===== src/rtl/fdma_pkg.sv =====
package fdma_pkg;
    localparam int ADDR_W   = 32;
    localparam int STRIDE_W = 16;
    localparam int ALIGN_W  = 2;
    localparam int STEP     = 1 << ALIGN_W;

    typedef enum logic [1:0] {
        SEL_TOP    = 2'd0,
        SEL_BOT    = 2'd1,
        SEL_STRIDE = 2'd2,
        SEL_NONE   = 2'd3
    } cfg_sel_e;

    typedef struct packed {
        logic [ADDR_W-1:0]   top;
        logic [ADDR_W-1:0]   bot;
        logic [STRIDE_W-1:0] stride;
    } cfg_t;

    function automatic logic [ADDR_W-1:0] align_addr(input logic [ADDR_W-1:0] v);
        return {v[ADDR_W-1:ALIGN_W], {ALIGN_W{1'b0}}};
    endfunction

    function automatic logic [STRIDE_W-1:0] align_stride(input logic [STRIDE_W-1:0] v);
        return {v[STRIDE_W-1:ALIGN_W], {ALIGN_W{1'b0}}};
    endfunction
endpackage


===== src/rtl/fdma_cfg_regs.sv =====
module fdma_cfg_regs
    import fdma_pkg::*;
#(
    parameter logic [ADDR_W-1:0]   RESET_BASE   = 32'hFFFF_FFFC,
    parameter logic [STRIDE_W-1:0] RESET_STRIDE = 16'hFFFC
) (
    input  logic              clk,
    input  logic              rst,
    input  logic              cfg_we,
    input  logic [1:0]        cfg_sel,
    input  logic [ADDR_W-1:0] cfg_data,
    input  logic              field_start,
    output cfg_t              prog,
    output cfg_t              active
);
    localparam cfg_t CFG_RESET = '{top: RESET_BASE, bot: RESET_BASE, stride: RESET_STRIDE};

    cfg_sel_e sel;
    assign sel = cfg_sel_e'(cfg_sel);

    always_ff @(posedge clk) begin
        if (rst) begin
            prog   <= CFG_RESET;
            active <= CFG_RESET;
        end else begin
            if (field_start) begin
                active <= prog;
            end
            if (cfg_we) begin
                case (sel)
                    SEL_TOP:    prog.top    <= align_addr(cfg_data);
                    SEL_BOT:    prog.bot    <= align_addr(cfg_data);
                    SEL_STRIDE: prog.stride <= align_stride(cfg_data[STRIDE_W-1:0]);
                    default:    ;
                endcase
            end
        end
    end

    // working set changes only at a field start
    a_r8_active_hold: assert property (@(posedge clk) disable iff (rst)
        !field_start |=> $stable(active));

    // selector 3 leaves the programmed set alone
    a_r10_sel_none: assert property (@(posedge clk) disable iff (rst)
        (cfg_we && cfg_sel == 2'd3) |=> $stable(prog));
endmodule


===== src/rtl/fdma_addr_core.sv =====
module fdma_addr_core
    import fdma_pkg::*;
#(
    parameter logic [ADDR_W-1:0] RESET_BASE = 32'hFFFF_FFFC
) (
    input  logic                clk,
    input  logic                rst,
    input  logic                field_start,
    input  logic                field_odd,
    input  logic                line_end,
    input  logic                word_ack,
    input  logic                disp_mode,
    input  logic [ADDR_W-1:0]   base_top,
    input  logic [ADDR_W-1:0]   base_bot,
    input  logic [STRIDE_W-1:0] stride,
    output logic [ADDR_W-1:0]   addr
);
    localparam logic [ADDR_W-1:0] STEP_V = ADDR_W'(STEP);

    logic [ADDR_W-1:0] cur_q, line_q;
    logic [ADDR_W-1:0] end_addr, stride_ext, next_line, field_base;

    always_comb begin
        stride_ext = {{(ADDR_W-STRIDE_W){1'b0}}, stride};
        end_addr   = word_ack ? cur_q + STEP_V : cur_q;
        next_line  = disp_mode ? end_addr + stride_ext : line_q + stride_ext;
        field_base = field_odd ? base_bot : base_top;
    end

    always_ff @(posedge clk) begin
        if (rst) begin
            cur_q  <= RESET_BASE;
            line_q <= RESET_BASE;
        end else if (field_start) begin
            cur_q  <= field_base;
            line_q <= field_base;
        end else if (line_end) begin
            cur_q  <= next_line;
            line_q <= next_line;
        end else if (word_ack) begin
            cur_q  <= cur_q + STEP_V;
        end
    end

    assign addr = cur_q;

    // output always doubleword aligned
    a_r1_aligned: assert property (@(posedge clk) disable iff (rst)
        addr[ALIGN_W-1:0] == '0);

    // plain word step
    a_r4_word_step: assert property (@(posedge clk) disable iff (rst)
        (word_ack && !field_start && !line_end) |=> addr == $past(addr) + STEP_V);

    // field load picks base by parity
    a_r3_field_load: assert property (@(posedge clk) disable iff (rst)
        field_start |=> addr == ($past(field_odd) ? $past(base_bot) : $past(base_top)));

    // idle holds
    a_r10_idle_hold: assert property (@(posedge clk) disable iff (rst)
        (!field_start && !line_end && !word_ack) |=> $stable(addr));

    // mode 1 with zero stride continues contiguously
    a_r5_contig: assert property (@(posedge clk) disable iff (rst)
        (line_end && !field_start && disp_mode && stride == '0 && !word_ack)
        |=> $stable(addr));
endmodule


===== src/rtl/fdma_field_addr_gen.sv =====
module fdma_field_addr_gen
    import fdma_pkg::*;
#(
    parameter logic [31:0] RESET_BASE   = 32'hFFFF_FFFC,
    parameter logic [15:0] RESET_STRIDE = 16'hFFFC
) (
    input  logic        clk,
    input  logic        rst,
    input  logic        cfg_we,
    input  logic [1:0]  cfg_sel,
    input  logic [31:0] cfg_data,
    input  logic        field_start,
    input  logic        field_odd,
    input  logic        line_end,
    input  logic        word_ack,
    input  logic        disp_mode,
    output logic [31:0] dma_addr
);
    cfg_t prog, active;

    fdma_cfg_regs #(
        .RESET_BASE  (RESET_BASE),
        .RESET_STRIDE(RESET_STRIDE)
    ) u_regs (
        .clk        (clk),
        .rst        (rst),
        .cfg_we     (cfg_we),
        .cfg_sel    (cfg_sel),
        .cfg_data   (cfg_data),
        .field_start(field_start),
        .prog       (prog),
        .active     (active)
    );

    // Bases come from the programmed set as it stands before this cycle's write;
    // the stride in use is the one captured at the field start.
    fdma_addr_core #(
        .RESET_BASE(RESET_BASE)
    ) u_core (
        .clk        (clk),
        .rst        (rst),
        .field_start(field_start),
        .field_odd  (field_odd),
        .line_end   (line_end),
        .word_ack   (word_ack),
        .disp_mode  (disp_mode),
        .base_top   (prog.top),
        .base_bot   (prog.bot),
        .stride     (active.stride),
        .addr       (dma_addr)
    );

    // field start wins over coincident strobes
    a_r9_priority: assert property (@(posedge clk) disable iff (rst)
        (field_start && (line_end || word_ack))
        |=> dma_addr == ($past(field_odd) ? $past(prog.bot) : $past(prog.top)));
endmodule


===== config.mk =====
export PLATFORM = sky130hd
export DESIGN_NAME = fdma_field_addr_gen
export DESIGN_NICKNAME = d
export VERILOG_FILES = /design/src/rtl/fdma_pkg.sv /design/src/rtl/fdma_cfg_regs.sv /design/src/rtl/fdma_addr_core.sv /design/src/rtl/fdma_field_addr_gen.sv
export SDC_FILE = /design/constraint.sdc
export NUM_CORES = 1
export LEC_CHECK = 0
export BUFFER_PORTS_ARGS = -buffer_cell sky130_fd_sc_hd__buf_2
export CORE_MARGIN = 5
export CORE_UTILIZATION = 44
export DETAILED_ROUTE_END_ITERATION = 12
export SLEW_MARGIN = 5
export SYNTH_ARGS = -nofsm -noshare
export SYNTH_HDL_FRONTEND = slang
export SYNTH_SLANG_ARGS = --single-unit
export TNS_END_PERCENT = 100

===== constraint.sdc =====
create_clock -name clk -period 6.4 [get_ports clk]
set_clock_uncertainty 0.1 [all_clocks]
set_input_delay 0.64 -clock clk [delete_from_list [all_inputs] [get_ports clk]]
set_output_delay 0.64 -clock clk [all_outputs]
set_load 0.005 [all_outputs]

# Word level (Yosys, flattened, before mapping)

Cells that the tools add are included.

Add/subtract/negate cells: 3
Multiply operators: 0
Div/mod/pow operators: 0
Order comparisons: 0
Equal/unequal tests: 2
Shifts and indexed selects: 0
Muxes and demuxes: 7
Bitwise gates (word level): 0
Reduce and logical (&&, ||, !) cells: 5

Operator list:

| operator                                                         | count |
|---|---|
| 32-bit two-way mux                                               | 7 |
| 32-bit by 16-bit adder with 32-bit output                        | 2 |
| 32-bit by 3-bit adder with 32-bit output (second input constant) | 1 |
| 2-bit AND reduction                                              | 3 |
| 2-bit by 1-bit == test with 1-bit output (second input constant) | 1 |
| 2-bit == test (second input constant)                            | 1 |
| 2-bit logical NOT                                                | 1 |
| 2-bit nonzero test                                               | 1 |

Bits in registers: 152
Latch bits: 0
Memory bits (writable): 0
Memory bits (read-only): 0
Output and inout bits: 32
Word-level logic and storage cells: 23
Memories: 0

# Depth between registers and ports, before layout

Gate-level depths: netlist of the first run.

Depth after elaboration: 6
Gate-level depth with buffers: 19

# By module

A second synthesis of the first run with hierarchy kept.

Cells, all modules: 1,117
Area total of the unflattened synthesis: 10,400.0 sq um

Modules (own cells, without submodules):

| module         | times used | cells each | area an instance (sq um) | seq. area each (sq um) |
|---|---|---|---|---|
| fdma_cfg_regs  | 1          | 496        | 5,450.2                  | 2,962.8 |
| fdma_addr_core | 1          | 621        | 4,949.7                  | 1,281.2 |

# Least setup slack after synthesis of the first run

Ideal clock, no wire load.

Kind: input to register
From: input port disp_mode
To: register u_core.cur_q[26], in the netlist u_core.addr[26]
Data arrival time: 4.764 ns
Required time: 6.162 ns
Path slack: 1.398 ns
Stages: 19
Path through: clkbuf_1 -> clkbuf_1 -> clkbuf_1 -> buf_1 -> clkbuf_1 -> buf_1 -> nor2_1 -> a21oi_1 -> ha_1 -> fa_1 -> a211oi_1 -> nor2_1 -> o22a_1 -> a311oi_1 -> o21ai_0 -> nand2_1 -> or4b_1 -> xnor2_1 -> o221ai_1

Word-level cells in the longest chain between the ends: 3

RTL lines:

| element              | RTL line                  | text |
|---|---|---|
| from (decl)          | fdma_field_addr_gen.sv:16 | `input logic disp_mode,` |
| 32-bit two-way mux   | fdma_addr_core.sv:26      | `next_line = disp_mode ? end_addr + stride_ext : line_q + stride_ext;` |
| 32-bit two-way mux   | fdma_addr_core.sv:37      | `end else if (line_end) begin` |
| 32-bit two-way mux   | fdma_addr_core.sv:34      | `end else if (field_start) begin` |
| to (signal assigned) | fdma_addr_core.sv:35      | `cur_q <= field_base;` |
| to (signal assigned) | fdma_addr_core.sv:38      | `cur_q <= next_line;` |
| to (signal assigned) | fdma_addr_core.sv:41      | `cur_q <= cur_q + STEP_V;` |
| to (decl)            | fdma_addr_core.sv:20      | `logic [ADDR_W-1:0] cur_q, line_q;` |

Every way passes these cells.
A chain may end at the register's enable or synchronous reset.

# Worst setup path in the final report of the first run

From: register u_core.cur_q[2], in the netlist u_core.addr[2]
To: register u_core.cur_q[26], in the netlist u_core.addr[26]

Word-level cells in the longest chain between the ends: 6

RTL lines:

| element                                   | RTL line                                   | text |
|---|---|---|
| 32-bit by 3-bit adder with 32-bit output  | fdma_addr_core.sv:25, fdma_addr_core.sv:41 |  |
| 32-bit two-way mux *                      | fdma_addr_core.sv:40                       | `end else if (word_ack) begin` |
| 32-bit by 16-bit adder with 32-bit output | fdma_addr_core.sv:26                       |  |
| 32-bit two-way mux                        | fdma_addr_core.sv:26                       |  |
| 32-bit two-way mux *                      | fdma_addr_core.sv:37                       |  |
| 32-bit two-way mux *                      | fdma_addr_core.sv:34                       |  |

Every way passes the cells marked *; elsewhere a longest branch is shown, timed or not.

==> results by group, run 1 <==
Status
  • Status: finished clean

Placement
  • Pre-CTS setup slack: 1.99 ns
  • RePlAce Congestion: 0.850
  • I/O Buffers: 71
  • Dpl hpwl: around 14 mm
  • Placed Instance Area: about 8400 um2

Critical path
  • Critical path type: reg2reg
  • CP max FO: 5
  • WP data required: 6.58 ns
  • CP Cell Sequence: ha_1 -> and3_1 -> nand2_1 -> xor2_1 -> a21oi_1 -> ha_1 -> o21ai_0 -> nor2_1 -> o22a_1 -> a311oi_1 -> o21ai_0 -> nand2_1 -> or4b_1 -> xnor2_1 -> o221ai_1
  • Setup crit start kind: flop
  • CP delay by family, top: simple AND/OR/NAND/NOR gates
  • CP max-delay cell: or4b_1
  • Worst Setup End Kind: flop
  • Critical path's largest stage delay: 0.56 ns
  • CP Data Arrival Time: 4.48 ns
  • CP Buf/Inv Count: 0

CTS
  • PostCTS Resize Cnt: 0
  • Cts hold-fix bufs: 0
  • CTS Buf Count: 17
  • H-tree levels: 4
  • CTS tree: built
  • Clk slew on worst S/H paths: approximately 0.06 ns
  • Clock sink total: 152
  • Post-CTS setup buffers: 0
  • Root Buffer: clkbuf_16
  • Clock Path Buffers: 2
  • Worst-Skew Late Latency: 0.42 ns

Power
  • Maximum vdd drop: 0.000192 V
  • Static Leakage: 0.00354 uW
  • Power per cell area: 291 nW/um2

Drt
  • Initial DRT Pass Iterations: 5
  • Mean number of vias per cell: between 5 and 6
  • DR DRC count: 0
  • Routed wire per std cell: 16.8 um
  • Routed Antenna Nets: 0
  • Vias: between 6000 and 7000
  • DRT Wirelength: between 20 and 25 mm
  • Starting DRT DRC Count: 399

Yosys
  • Syn_nets: 980
  • Flops & latches, synth: between 150 and 200
  • Sequential area share after synthesis: 38.6%
  • Avg Cell Area, Syn: 8.58 um2
  • Post-synth top flop: dfxtp_1
  • Post-Syn Area: 7890 um2
  • Share of synthesized registers carrying an async set or reset: 0%
  • Cell variety after synth: 67
  • Synth warn: 0
  • Number of synthesized flops with an enable pin: 0
  • Post-Syn Instances: about 900

Floorplan
  • Die area: 20700 um2
  • Core outline area: 17800 um2
  • Die Height: 144 um
  • Initial Util: between 40 and 50%
  • Die X: between 100 and 150 um
  • Core Rows: 49
  • Top Ports: 74

Global route
  • Overall routing resource usage: around a fifth
  • Global-route wire length before repair: 32.8 mm
  • Largest net degree at the start of global routing: 82
  • GR Overflow Total: 0
  • Vias in the first global route: 6027
  • Initial antenna violation count: 0

Cells and area
  • # nets final: 1020
  • # diodes: 0
  • Layout cell share with drive strength beyond 1: 16.9%
  • Commonest non-fill, non-tap cell in the layout: nand2_1
  • Layout area overhead: 14.0%
  • Final instance area: 9000 um2
  • Most frequent cells in the layout: nand2_1, dfxtp_1, buf_2

Timing
  • Final worst slack: 2.10 ns
  • Tcrit/Tclk final: between 60% and 70%
  • RSZ-0062 raised after global routing: no
  • Endpoints failing hold: 0
  • Slew Limit Fails: 0
  • Slew @ Worst Pin: 1.08 ns
  • Max-Slew Margin vs Limit: 27.5%
  • Final Setup Violations: 0
  • Setup TNS: 0 ns
  • Fmax: 232 MHz
  • Min Tclk post-route: 4.30 ns

Run
  • MaxCap Viol Count: 0

Hold path
  • HP Class: in2reg
[cells by family (layout without fill, tap and decap cells)]
group,count (synthesis),in the layout,share of synthesized area (%)
AO/OA/AOI/OAI,201,201,17.5
XOR/XNOR,49,49,5.53
adder cells (fa/ha/maj),18,18,2.95
buffers and inverters,64,116,3.17
flip-flops,152,152,38.6
multiplexers,39,39,5.39
AND/OR/NAND/NOR,397,397,26.9
[power by group]
group / switching [uW] / internal [uW]
Sequential: 49.3 / 1010
Combinational: 295 / 220
Clock: 383 / 662
[worst paths after layout]
kind	end	slack, ns	cells past startpoint	from
worst max-delay path	u_core.addr[26]	2.10	15	u_core.addr[2]
worst min-delay path	u_regs.prog[65]	0.34	2	cfg_data[17]
worst max register to register	u_core.addr[26]	2.10	15	u_core.addr[2]
worst min register to register	u_core.line_q[5]	0.34	2	u_core.line_q[5]
[Yosys cell counts, types with 11 or more instances]
library cell / instances / area share (%)
a211o_1: 44 / 4.9
a21o_1: 16 / 1.5
a21oi_1: 50 / 3.2
a221oi_1: 11 / 1.2
and3_1: 12 / 0.95
clkbuf_1: 48 / 2.3
dfxtp_1: 152 / 39
ha_1: 17 / 2.7
mux2_2: 28 / 4.0
mux2i_1: 11 / 1.4
nand2_1: 155 / 7.4
nand3_1: 25 / 1.6
nand3b_1: 46 / 4.4
nand4_1: 11 / 0.87
nor2_1: 40 / 1.9
nor2b_1: 46 / 3.6
nor3_1: 12 / 0.76
o21ai_0: 32 / 2.0
xnor2_1: 29 / 3.2
xor2_1: 19 / 2.1
[stage by stage]
step / instances / hold slack (ns) / utilization, % / power (uW)
after CTS: 1201 / 0.318 / 50.4 / 2640
after global placement: 1170 / 0.330 / 47.0 / 1590
after global routing: 1201 / 0.339 / 50.4 / 2760
after floorplan: 920 / 0.323 / - / 1460
after detailed placement: 1170 / 0.333 / 47.0 / 1590
final: 1201 / 0.336 / 50.4 / 2620
[routing by layer]
metal	track usage (%)	wire length (um)	up-vias
met2	27.1	8100	157
met5	0	0	-
met4	5.15	232	0
met3	3.36	990	19
met1	32.1	10900	3035
li1	-	-	3371
[state kept, by name, indices dropped and copies added, names as in the netlist]
register,count
u_core.addr,32
u_regs.active,14
u_core.line_q,32
u_regs.prog,74
[cell type report]
| type | count | area [um2] |
|---|---|---|
| Tap cell | 229 | 287 |
| Multi-Input combinational cell | 704 | 4610 |
| Sequential cell | 152 | 3040 |
| Clock inverter | 7 | 115 |
| Fill cell | 1749 | 8840 |
| Clock buffer | 24 | 502 |
| Timing Repair Buffer | 79 | 418 |
| Inverter | 6 | 22.5 |
No activity file was read; power rests on OpenSTA's default activity.
==> run 2, diff against run 1 <==
--- a/config.mk
+++ b/config.mk
@@ -5,6 +5,7 @@
 export SDC_FILE = /design/constraint.sdc
 export NUM_CORES = 1
 export LEC_CHECK = 0
+export ABC_AREA = 1
 export BUFFER_PORTS_ARGS = -buffer_cell sky130_fd_sc_hd__buf_2
 export CORE_MARGIN = 5
 export CORE_UTILIZATION = 44
==> constraint.sdc (replaced) <==
create_clock -name clk -period 4.01 [get_ports clk]
set_clock_uncertainty 0.1 [all_clocks]
set_input_delay 0.401 -clock clk [delete_from_list [all_inputs] [get_ports clk]]
set_output_delay 0.401 -clock clk [all_outputs]
set_load 0.005 [all_outputs]
==> results by group, run 2 <==
Yosys
  • Area contributors post-synth: dfxtp_1, nand2_1, nand3_1
  • Share of synthesized registers carrying an async set or reset: 0%
  • Yosys top cell area share: 37.7%
  • Cell variety after synth: between 40 and 50
  • Post-Syn Area: 8060 um2
  • Number of synthesized flops with an enable pin: 0
  • Synth area leader: dfxtp_1
  • Commonest cells in the synthesized netlist: nand2_1, nand3_1, dfxtp_1
  • Post-Syn Instances: 1195
  • Post-synth top flop: dfxtp_1
  • Syn_nets: around 1300
  • Flops & latches, synth: 152
  • Avg Cell Area, Syn: about 6.7 um2
  • Sequential area share after synthesis: 37.7%
  • Cell with the most instances after synthesis: nand2_1
  • Synth warn: 0

Run
  • MaxCap Viol Count: 0

CTS
  • CTS Buf Count: 17
  • Post-CTS setup buffers: 0
  • Clock Path Buffers: 2
  • Clk slew on worst S/H paths: 0.06 ns
  • H-tree levels: 4
  • Cts hold-fix bufs: 0
  • Worst-Skew Late Latency: ~0.43 ns
  • Root Buffer: clkbuf_16
  • PostCTS Resize Cnt: 0
  • Clock sink total: 152
  • CTS tree: built

Critical path
  • CP delay by family, top: simple AND/OR/NAND/NOR gates
  • CP max FO: 6
  • Most frequent CP cell: nand2_1
  • CP max-delay cell: o21ai_0
  • Critical path type: reg2reg
  • Critical path's largest stage delay: 0.43 ns
  • CP Cell Sequence: ha_1 -> nand2_2 -> nor2_8 -> nand2_4 -> nor2_8 -> xnor2_1 -> o21ai_0 -> ha_1 -> nand2_1 -> nor2_1 -> nand4_1 -> o21ai_0 -> nand3_2 -> a21oi_2 -> nand3b_1 -> nand3_1 -> nand2_1 -> inv_1 -> nand2_1
  • Worst Setup End Kind: flop
  • CP Data Arrival Time: 3.93 ns
  • WP data required: 4.23 ns
  • Setup crit start kind: flop
  • CP Buf/Inv Count: 1

Power
  • Static Leakage: 0.00458 uW
  • Power per cell area: 456 nW/um2
  • Maximum vdd drop: 0.000312 V

Global route
  • Largest net degree at the start of global routing: 42
  • Global-route wire length before repair: 37.7 mm
  • Initial antenna violation count: 0
  • GR Overflow Total: 0
  • Vias in the first global route: 7121
  • Overall routing resource usage: a little over a fifth

Timing
  • Max-Slew Margin vs Limit: 40.7%
  • Min Tclk post-route: 3.71 ns
  • Slew Limit Fails: 0
  • Final Setup Violations: 0
  • Slew @ Worst Pin: 0.889 ns
  • Setup TNS: 0 ns
  • Final worst slack: a little under 0.3 ns
  • Tcrit/Tclk final: 92.6%
  • Endpoints failing hold: 0
  • Fmax: approximately 270 MHz
  • RSZ-0062 raised after global routing: no

Cells and area
  • Commonest non-fill, non-tap cell in the layout: nand2_1
  • Largest Register: u_regs.prog
  • Max reg flops: 74
  • Most frequent cells in the layout: nand2_1, nand3_1, dfxtp_1
  • Final instance area: 9230 um2
  • # diodes: 0
  • Layout cell share with drive strength beyond 1: 13.9%
  • Layout area overhead: 14.5%
  • # nets final: 1306

Placement
  • I/O Buffers: 71
  • Placed Instance Area: 8630 um2
  • Dpl hpwl: 16.6 mm
  • Pre-CTS setup slack: slightly below 0.4 ns
  • RePlAce Congestion: 0.874

Drt
  • DR DRC count: 0
  • Initial DRT Pass Iterations: 5
  • Mean number of vias per cell: 5.27
  • Routed wire per std cell: 15.5 um
  • Vias: 7843
  • DRT Wirelength: 23.0 mm
  • Starting DRT DRC Count: 707
  • Routed Antenna Nets: 0

Floorplan
  • Die area: 21100 um2
  • Initial Util: approximately 45%
  • Die Height: 145 um
  • Top Ports: 74
  • Die X: 145 um
  • Core Rows: a little under 50
  • Core outline area: 18000 um2

Status
  • Status: finished clean

Hold path
  • HP Class: in2reg
==> run 2: changes by cell type after synthesis, moves of 44 or more <==
cell,delta
nand2_1,+253
a211o_1,-44
nor2b_1,-46
nand3b_1,-44
inv_1,+76
nand3_1,+147
==> run 2: layer usage <==
metal / GRT usage [%] / up-vias / wire length [um]
met5: 0 / - / 0
met4: 4.57 / 0 / 231
met3: 3.86 / 24 / 1280
met2: 31.4 / 180 / 9670
met1: 33.3 / 3612 / 11900
li1: - / 4027 / -
==> run 2: layout make-up <==
cell class,instances,area [um2]
Clock buffer,25,485
Clock inverter,7,116
Fill cell,1864,8790
Inverter,84,315
Multi-Input combinational cell,907,4520
Sequential cell,152,3040
Tap cell,229,287
Timing Repair Buffer,84,465
==> run 2: worst register-to-register path: stages, from the launching register on <==
cell      delay (ns)
dfxtp_1         0.42
ha_1            0.23
nand2_2         0.11
nor2_8          0.15
nand2_4         0.09
nor2_8          0.13
xnor2_1         0.17
o21ai_0         0.16
ha_1            0.41
nand2_1         0.11
nor2_1          0.15
nand4_1         0.09
o21ai_0         0.43
nand3_2         0.16
a21oi_2         0.28
nand3b_1        0.11
nand3_1         0.09
nand2_1         0.08
inv_1           0.09
nand2_1         0.05
==> run 2: kinds of logic after synthesis <==
family,after synthesis,share of synthesized area (%)
AOI/OAI and AO/OA,155,10.8
xor gates and xnor gates,15,1.63
adders and majority gates,18,2.89
buffers and inverters,136,6.41
DFF,152,37.7
muxes,1,0.124
and+or+nand+nor,718,40.4
==> run 2: path summary, 6_finish.rpt <==
path | end | cells after the start | slack (ns) | from
hold / removal | u_regs.prog[65] | 3 | 0.10 | cfg_data[17]
setup reg to reg | u_core.addr[23] | 19 | 0.30 | u_core.addr[2]
setup / recovery | u_core.addr[23] | 19 | 0.30 | u_core.addr[2]
hold reg to reg | u_regs.prog[58] | 2 | 0.35 | u_regs.prog[58]
==> run 2: power by group <==
part	total, uW	switching (uW)	internal [uW]
clock	1640	616	1030
sequential	1690	76.4	1610
combinational	873	581	292
total	4210	1270	2930
==> run 2: per-stage QoR <==
step	std cells	hold slack, ns	util, %	total power [uW]
final	1488	0.105	51.2	4210
after global routing	1488	0.100	51.2	4430
after detailed placement	1456	0.332	47.9	2580
after floorplan	1195	0.318	-	2330
after global placement	1456	0.329	47.9	2580
after CTS	1488	0.0882	51.2	4230
